[src/rtl/hwf_pkg.sv]
package hwf_pkg;
  localparam int LVL_W  = 4;
  localparam int WIDE_W = 16;
  localparam int AUTO_CTS_BIT = 7;
  localparam int AUTO_RTS_BIT = 6;

  typedef struct packed {
    logic auto_cts;
    logic auto_rts;
  } hwf_en_t;

  typedef struct packed {
    logic [LVL_W-1:0] resume;
    logic [LVL_W-1:0] halt;
  } hwf_lvl_t;

  function automatic hwf_en_t decode_en(input logic [7:0] feat);
    hwf_en_t e;
    e.auto_cts = feat[AUTO_CTS_BIT];
    e.auto_rts = feat[AUTO_RTS_BIT];
    return e;
  endfunction

  function automatic logic [WIDE_W-1:0] lvl_scale(input logic [LVL_W-1:0] lvl,
                                                  input int unsigned shift);
    return WIDE_W'(lvl) << shift;
  endfunction

  function automatic logic levels_bad(input logic [LVL_W-1:0] halt,
                                      input logic [LVL_W-1:0] resume);
    return !(halt > resume);
  endfunction
endpackage

[src/rtl/hwf_cts_sync.sv]
module hwf_cts_sync #(
  parameter int STAGES = 2
) (
  input  logic clk,
  input  logic rst_n,
  input  logic d_in,
  output logic q_out
);
  logic [STAGES-1:0] chain;

  generate
    if (STAGES == 1) begin : g_single
      always_ff @(posedge clk or negedge rst_n) begin
        if (!rst_n) chain <= '1;
        else        chain <= d_in;
      end
    end else begin : g_multi
      always_ff @(posedge clk or negedge rst_n) begin
        if (!rst_n) chain <= '1;
        else        chain <= {chain[STAGES-2:0], d_in};
      end
    end
  endgenerate

  assign q_out = chain[STAGES-1];
endmodule

[src/rtl/hwf_tx_gate.sv]
module hwf_tx_gate (
  input  logic clk,
  input  logic rst_n,
  input  logic auto_cts,
  input  logic cts_n_s,
  input  logic tx_req,
  input  logic tx_done,
  output logic tx_permit,
  output logic tx_go,
  output logic tx_active
);
  logic busy_q;

  assign tx_permit = !auto_cts || !cts_n_s;
  assign tx_go     = tx_req && tx_permit && !busy_q;
  assign tx_active = busy_q;

  always_ff @(posedge clk or negedge rst_n) begin
    if (!rst_n)                busy_q <= 1'b0;
    else if (busy_q && tx_done) busy_q <= 1'b0;
    else if (tx_go)            busy_q <= 1'b1;
  end
endmodule

[src/rtl/hwf_rts_ctrl.sv]
module hwf_rts_ctrl
  import hwf_pkg::*;
#(
  parameter int CNT_W       = 7,
  parameter int SCALE_SHIFT = 2
) (
  input  logic             clk,
  input  logic             rst_n,
  input  logic             auto_rts,
  input  hwf_lvl_t         levels,
  input  logic             mcr_rts_req,
  input  logic [CNT_W-1:0] rx_count,
  output logic             rts_n,
  output logic             lvl_err,
  output logic             hit_halt,
  output logic             hit_resume
);
  logic [WIDE_W-1:0] halt_pt, resume_pt, cnt_w;
  logic flow_q, flow_d, rts_n_q;

  assign halt_pt    = lvl_scale(levels.halt, SCALE_SHIFT);
  assign resume_pt  = lvl_scale(levels.resume, SCALE_SHIFT);
  assign cnt_w      = WIDE_W'(rx_count);
  assign hit_halt   = cnt_w >= halt_pt;
  assign hit_resume = cnt_w <= resume_pt;
  assign lvl_err    = auto_rts && levels_bad(levels.halt, levels.resume);

  always_comb begin
    flow_d = flow_q;
    if (lvl_err || hit_halt) flow_d = 1'b0;
    else if (hit_resume)     flow_d = 1'b1;
  end

  always_ff @(posedge clk or negedge rst_n) begin
    if (!rst_n) begin
      flow_q  <= 1'b0;
      rts_n_q <= 1'b1;
    end else begin
      flow_q  <= flow_d;
      rts_n_q <= auto_rts ? !flow_d : !mcr_rts_req;
    end
  end

  assign rts_n = rts_n_q;
endmodule

[src/rtl/uart_hwflow.sv]
module uart_hwflow
  import hwf_pkg::*;
#(
  parameter int CNT_W       = 7,
  parameter int SYNC_STAGES = 2,
  parameter int SCALE_SHIFT = 2
) (
  input  logic             clk,
  input  logic             rst_n,
  input  logic [7:0]       ext_feat,
  input  logic [7:0]       ctrl_levels,
  input  logic             mcr_rts_req,
  input  logic [CNT_W-1:0] rx_count,
  input  logic             cts_n,
  input  logic             tx_req,
  input  logic             tx_done,
  output logic             tx_permit,
  output logic             tx_go,
  output logic             tx_active,
  output logic             rts_n,
  output logic             lvl_err
);
  hwf_en_t  en;
  hwf_lvl_t lv;
  logic     cts_n_s;
  logic     hit_halt, hit_resume;

  assign en = decode_en(ext_feat);
  assign lv = hwf_lvl_t'(ctrl_levels);

  hwf_cts_sync #(.STAGES(SYNC_STAGES)) u_sync (
    .clk(clk), .rst_n(rst_n), .d_in(cts_n), .q_out(cts_n_s)
  );

  hwf_tx_gate u_tx (
    .clk(clk), .rst_n(rst_n), .auto_cts(en.auto_cts), .cts_n_s(cts_n_s),
    .tx_req(tx_req), .tx_done(tx_done), .tx_permit(tx_permit),
    .tx_go(tx_go), .tx_active(tx_active)
  );

  hwf_rts_ctrl #(.CNT_W(CNT_W), .SCALE_SHIFT(SCALE_SHIFT)) u_rts (
    .clk(clk), .rst_n(rst_n), .auto_rts(en.auto_rts), .levels(lv),
    .mcr_rts_req(mcr_rts_req), .rx_count(rx_count), .rts_n(rts_n),
    .lvl_err(lvl_err), .hit_halt(hit_halt), .hit_resume(hit_resume)
  );
endmodule

[config.mk]
export PLATFORM = sky130hd
export DESIGN_NAME = uart_hwflow
export DESIGN_NICKNAME = d
export VERILOG_FILES = /design/src/rtl/hwf_pkg.sv /design/src/rtl/hwf_cts_sync.sv /design/src/rtl/hwf_tx_gate.sv /design/src/rtl/hwf_rts_ctrl.sv /design/src/rtl/uart_hwflow.sv
export SDC_FILE = /design/constraint.sdc
export NUM_CORES = 1
export LEC_CHECK = 0
export ABC_AREA = 1
export BUFFER_PORTS_ARGS = -buffer_cell sky130_fd_sc_hd__buf_2
export CAP_MARGIN = 10
export CORE_MARGIN = 5
export CORE_UTILIZATION = 41
export DETAILED_ROUTE_END_ITERATION = 8
export PLACE_DENSITY = 0.75
export SLEW_MARGIN = 20
export SYNTH_ARGS = -nofsm -noshare
export SYNTH_HDL_FRONTEND = slang
export SYNTH_HIERARCHICAL = 1
export SYNTH_SLANG_ARGS = --single-unit
[constraint.sdc]
create_clock -name clk -period 1.05 [get_ports clk]
set_input_delay 0.105 -clock clk [delete_from_list [all_inputs] [get_ports clk]]
set_output_delay 0.105 -clock clk [all_outputs]
set_load 0.02 [all_outputs]
# Yosys cells after proc, flatten, opt, wreduce, memory -nomap -nowiden
# Cells that the tools add are included.
[totals] inputBits=29 regBits=5 word_cells=25 out_inout_bits=5
[op_classes] muxes=5 n_reduce_logical=13 magnitude_cmp=3
[ops] cell=">= comparator 7 x 6 -> 1 bit" n=1
[ops] cell="less-or-equal comparator 7 x 6 -> 1 bit" n=1
[ops] cell="logical NOT 1 bit" n=6
[ops] cell="2-to-1 mux 1 bit" n=5
[ops] cell="> comparator 4 bit" n=1
[ops] cell="logical AND 1 bit" n=4
[ops] cell="logical OR 1 bit" n=2
[ops] cell="nonzero test 2 bit" n=1

# Longest topological paths before layout
[logic_depth] depth_word=7 ltp_mapped=12

# Modules after synthesis
# Netlist, hierarchy kept.
[modules_own_cells] mod="hwf_rts_ctrl" instances=1 area_each_um2=451.7 cells_per_inst=70
[modules_own_cells] mod="hwf_tx_gate" instances=1 area_each_um2=60.1 cells_per_inst=8
[modules_own_cells] mod="hwf_cts_sync" instances=1 area_each_um2=52.6 cells_per_inst=2

# Worst setup path after synthesis
# OpenSTA, ideal clock, no wires.
[synth_path] path_type="input to register" from="input ctrl_levels[6]" to="register u_rts.rts_n_q (netlist: u_rts/rts_n)" n_path_buf=0 arrival_time_ps=905 cell_stages=10 t_required_ps=975 setup_slack_ps=69 cell_sequence="inv_1 > ha_1 > nand2_1 > clkinv_2 > nand3_1 > nand3_2 > nand3_2 > nand3_2 > nand2_1 > nand2_1"
[synth_between] elab_chain_len=7 word_cells_on_any_way=9 cone_classes="order compare: 2; mux: 3; reduce/logical: 4"
[synth_rtl] item="from (decl)" line="uart_hwflow.sv:11" text="input logic [7:0] ctrl_levels,"
[synth_rtl] item="branches (longest 4 deep; another with less-or-equal comparator 7 x 6 -> 1 bit)"
[synth_rtl] item="2-to-1 mux 1 bit (*)" line="hwf_rts_ctrl.sv:30" text="if (lvl_err || hit_halt) flow_d = 1'b0;"
[synth_rtl] item="logical NOT 1 bit (*)" line="hwf_rts_ctrl.sv:40" text="rts_n_q <= auto_rts ? !flow_d : !mcr_rts_req;"
[synth_rtl] item="2-to-1 mux 1 bit (*)" line="hwf_rts_ctrl.sv:40"
[synth_rtl] item="to (signal assigned)" line="hwf_rts_ctrl.sv:40"
[synth_rtl] item="to (decl)" line="hwf_rts_ctrl.sv:19" text="logic flow_q, flow_d, rts_n_q;"
# Mark *: on every way between the ends.
# A chain may end at the register's enable or synchronous reset.

# Final worst setup path
[layout_path] from="register u_sync.chain[1]" to="output tx_go"
[layout_between] elab_chain_len=4
[layout_rtl] item="from (decl)" line="hwf_cts_sync.sv:9" text="logic [STAGES-1:0] chain;"
[layout_rtl] item="from (signal assigned)" line="hwf_cts_sync.sv:20" text="else chain <= {chain[STAGES-2:0], d_in};"
[layout_rtl] item="logical NOT 1 bit" line="hwf_tx_gate.sv:14" text="assign tx_permit = !auto_cts || !cts_n_s;"
[layout_rtl] item="logical OR 1 bit" line="hwf_tx_gate.sv:14"
[layout_rtl] item="logical AND 1 bit (2 in series)" line="hwf_tx_gate.sv:15" text="assign tx_go = tx_req && tx_permit && !busy_q;"
[layout_rtl] item="to (decl)" line="uart_hwflow.sv:18" text="output logic tx_go,"
# Every way passes these cells.

==> impl_metrics.json <==
{
  "synth_nets": 119,
  "cts_made_buffers": 3,
  "port-buffer-count": 27,
  "syn_inst": 78,
  "final_layout_size_suffix_gt1_frac": 0.522,
  "crit_start": "u_sync/chain[1]$_DFF_PN1_",
  "core_area_sq_um": 1280,
  "setup_viol": 3,
  "grt_max_degree": 6,
  "wl_per_cell_um": 9.04,
  "area_growth_pct": 52.8,
  "cts_tree": "yes",
  "finalInstanceArea_sq_um": 851,
  "ys_warn_count": 6,
  "p_leak_uw": 0.000503,
  "vias_per_cell": 4.16,
  "clock-sinks": 5,
  "critical-path-top-delay-family": "flip-flops",
  "ant_nets": 0,
  "hp-class": "in -> reg",
  "overflow": 0,
  "dpl_cell_area_sq_um": 711,
  "fmax_ghz": 0.878,
  "syn_area_sq_um": 557,
  "r2r_start": "u_sync/chain[1]$_DFF_PN1_",
  "nets": 155,
  "dpl_worst_slack_ns": -0.172,
  "chipWidth_um": 46.9,
  "fin_crit_sh": 1.08,
  "fillers": 116,
  "worst_r2r_path_depth": 3,
  "root_buffer": "clkbuf_4",
  "reg2reg_to": "u_tx/tx_active$_DFFE_PN0P_",
  "fin_skew_ns": 0.00430,
  "crit_path_cell_trace": "nand2_2 -> nand3_2 -> inv_2 -> buf_6",
  "cp.depth": 4,
  "drt_first_pass_iters": 4,
  "vias": 533,
  "final.min_clock_period_ns": 1.14,
  "finalHoldViolCount": 0,
  "clock_latency_ns": 0.24,
  "dp_hpwl_um": 967,
  "synth.avg_cell_area_sq_um": 7.14,
  "num_io_pins": 34,
  "clockBufferDepth": 2,
  "place_congestion": 0.747,
  "slew_viol_final": 0,
  "drtIter0Drc": 4,
  "cap_violations": 0,
  "slowest_delay_ns": 0.52,
  "row_count": 13,
  "route.detailed.drc": 0,
  "tightest_slew_ns": 0.208,
  "peakVddDrop_mv": 0.572,
  "die-area_sq_um": 2190,
  "start_kind": "flop",
  "grt.total_usage": 0.110,
  "fin_ws_ns": -0.0885,
  "powerDensity_nw_per_um2": 875,
  "rrSetupSlack_ns": 0.24,
  "setup.worst_path.class": "reg -> out",
  "initial_core_util": 0.433,
  "status": "finished, violations left",
  "worst-path-buf-inv": 2,
  "wl_um": 1160,
  "critPathSlowestCell": "dfstp_2",
  "fin_setup_tns_ns": -0.144,
  "violations": "negative setup slack",
  "antenna_found_initial": 0,
  "cp-end-kind": "output port",
  "clk_pin_slew_ns": 0.05,
  "diodes": 0,
  "hold_ws_ns": 0.0800,
  "grt_pass1_vias": 491,
  "grt_setup_unrepaired": "yes",
  "grt_pass1_wl_um": 1740,
  "die_h_um": 46.9,
  "crit_path_end": "tx_go",
  "relSlewSlack": 0.861,
  "cp.arrival_ns": 1.03,
  "critPathMaxFanout": 2,
  "required_ns": 0.94,
  "htree_levels": 1
}
state kept, by name, summed over array words and instances, names as in the netlist:
signal,cells
u_rts/rts_n,1
u_sync/chain,2
u_rts/flow_q,1
u_tx/tx_active,1
cell usage in the layout, fill, tap and decap left out, drive strengths merged:
cell         instances
dlygate4sd3          2
clkinv               1
buf                 29
nand3                6
or2                  1
nand2               23
nand4                1
clkbuf               4
dfstp                3
ha                  12
nor2                 4
dfrtp                2
inv                 22
nor3                 1
a21oi                2
power breakdown:
part	switching [uW]	internal, uW
Combinational	158	145
Sequential	6.18	214
Clock	77.4	144
Total	242	503
worst min-delay path by stage:
stage          cells after the start  slack (ns)         from                    endpoint
6_report                           3        0.08  mcr_rts_req       u_rts/rts_n$_DFF_PN1_
5_1_grt                            3        0.08  mcr_rts_req       u_rts/rts_n$_DFF_PN1_
4_1_cts                            3        0.07  mcr_rts_req       u_rts/rts_n$_DFF_PN1_
3_5_place_dp                       1       -0.08        rst_n  u_tx/tx_active$_DFFE_PN0P_
3_3_place_gp                       1       -0.08        rst_n  u_tx/tx_active$_DFFE_PN0P_
2_1_floorplan                      0       -0.19        rst_n      u_rts/flow_q$_DFF_PN0_
repair_timing:
| item | CTS | global route |
|---|---|---|
| hold buffers | 2 | 0 |
| endpoints found under the hold margin | 6 | 0 |
| endpoints found under the setup margin | 3 | 3 |
| buffers inserted | 0 | 2 |
| pin swaps | 1 | 5 |
| resized for setup | 7 | 13 |
worst reg2reg max path: stages (launching register included):
cell	delay, ns
dfstp_2	0.52
nand2_2	0.05
nand3_2	0.07
nand2_1	0.06
per-layer routing:
layer,global-route usage,up-vias,wire [um]
li1,-,305,-
met1,0.121,209,491
met2,0.190,19,553
met3,0.0498,0,113
met4,0.0331,0,0
met5,0,-,0
cell type report:
type | instances | area [sq um] | area share
Multi-Input combinational cell | 50 | 394 | 0.463
Clock buffer | 4 | 26.3 | 0.0309
Inverter | 23 | 87.6 | 0.103
Timing Repair Buffer | 31 | 195 | 0.229
Sequential cell | 5 | 129 | 0.151
Tap cell | 15 | 18.8 | 0.0221
stage by stage:
stage                     instances  power, uW  utilization
final                           128        744        0.662
after global routing            128        811        0.662
after CTS                       126        728        0.611
after detailed placement        120        466        0.553
after global placement          120        460        0.553
after floorplan                  78        373            -
(Power assumes the default switching activity.)
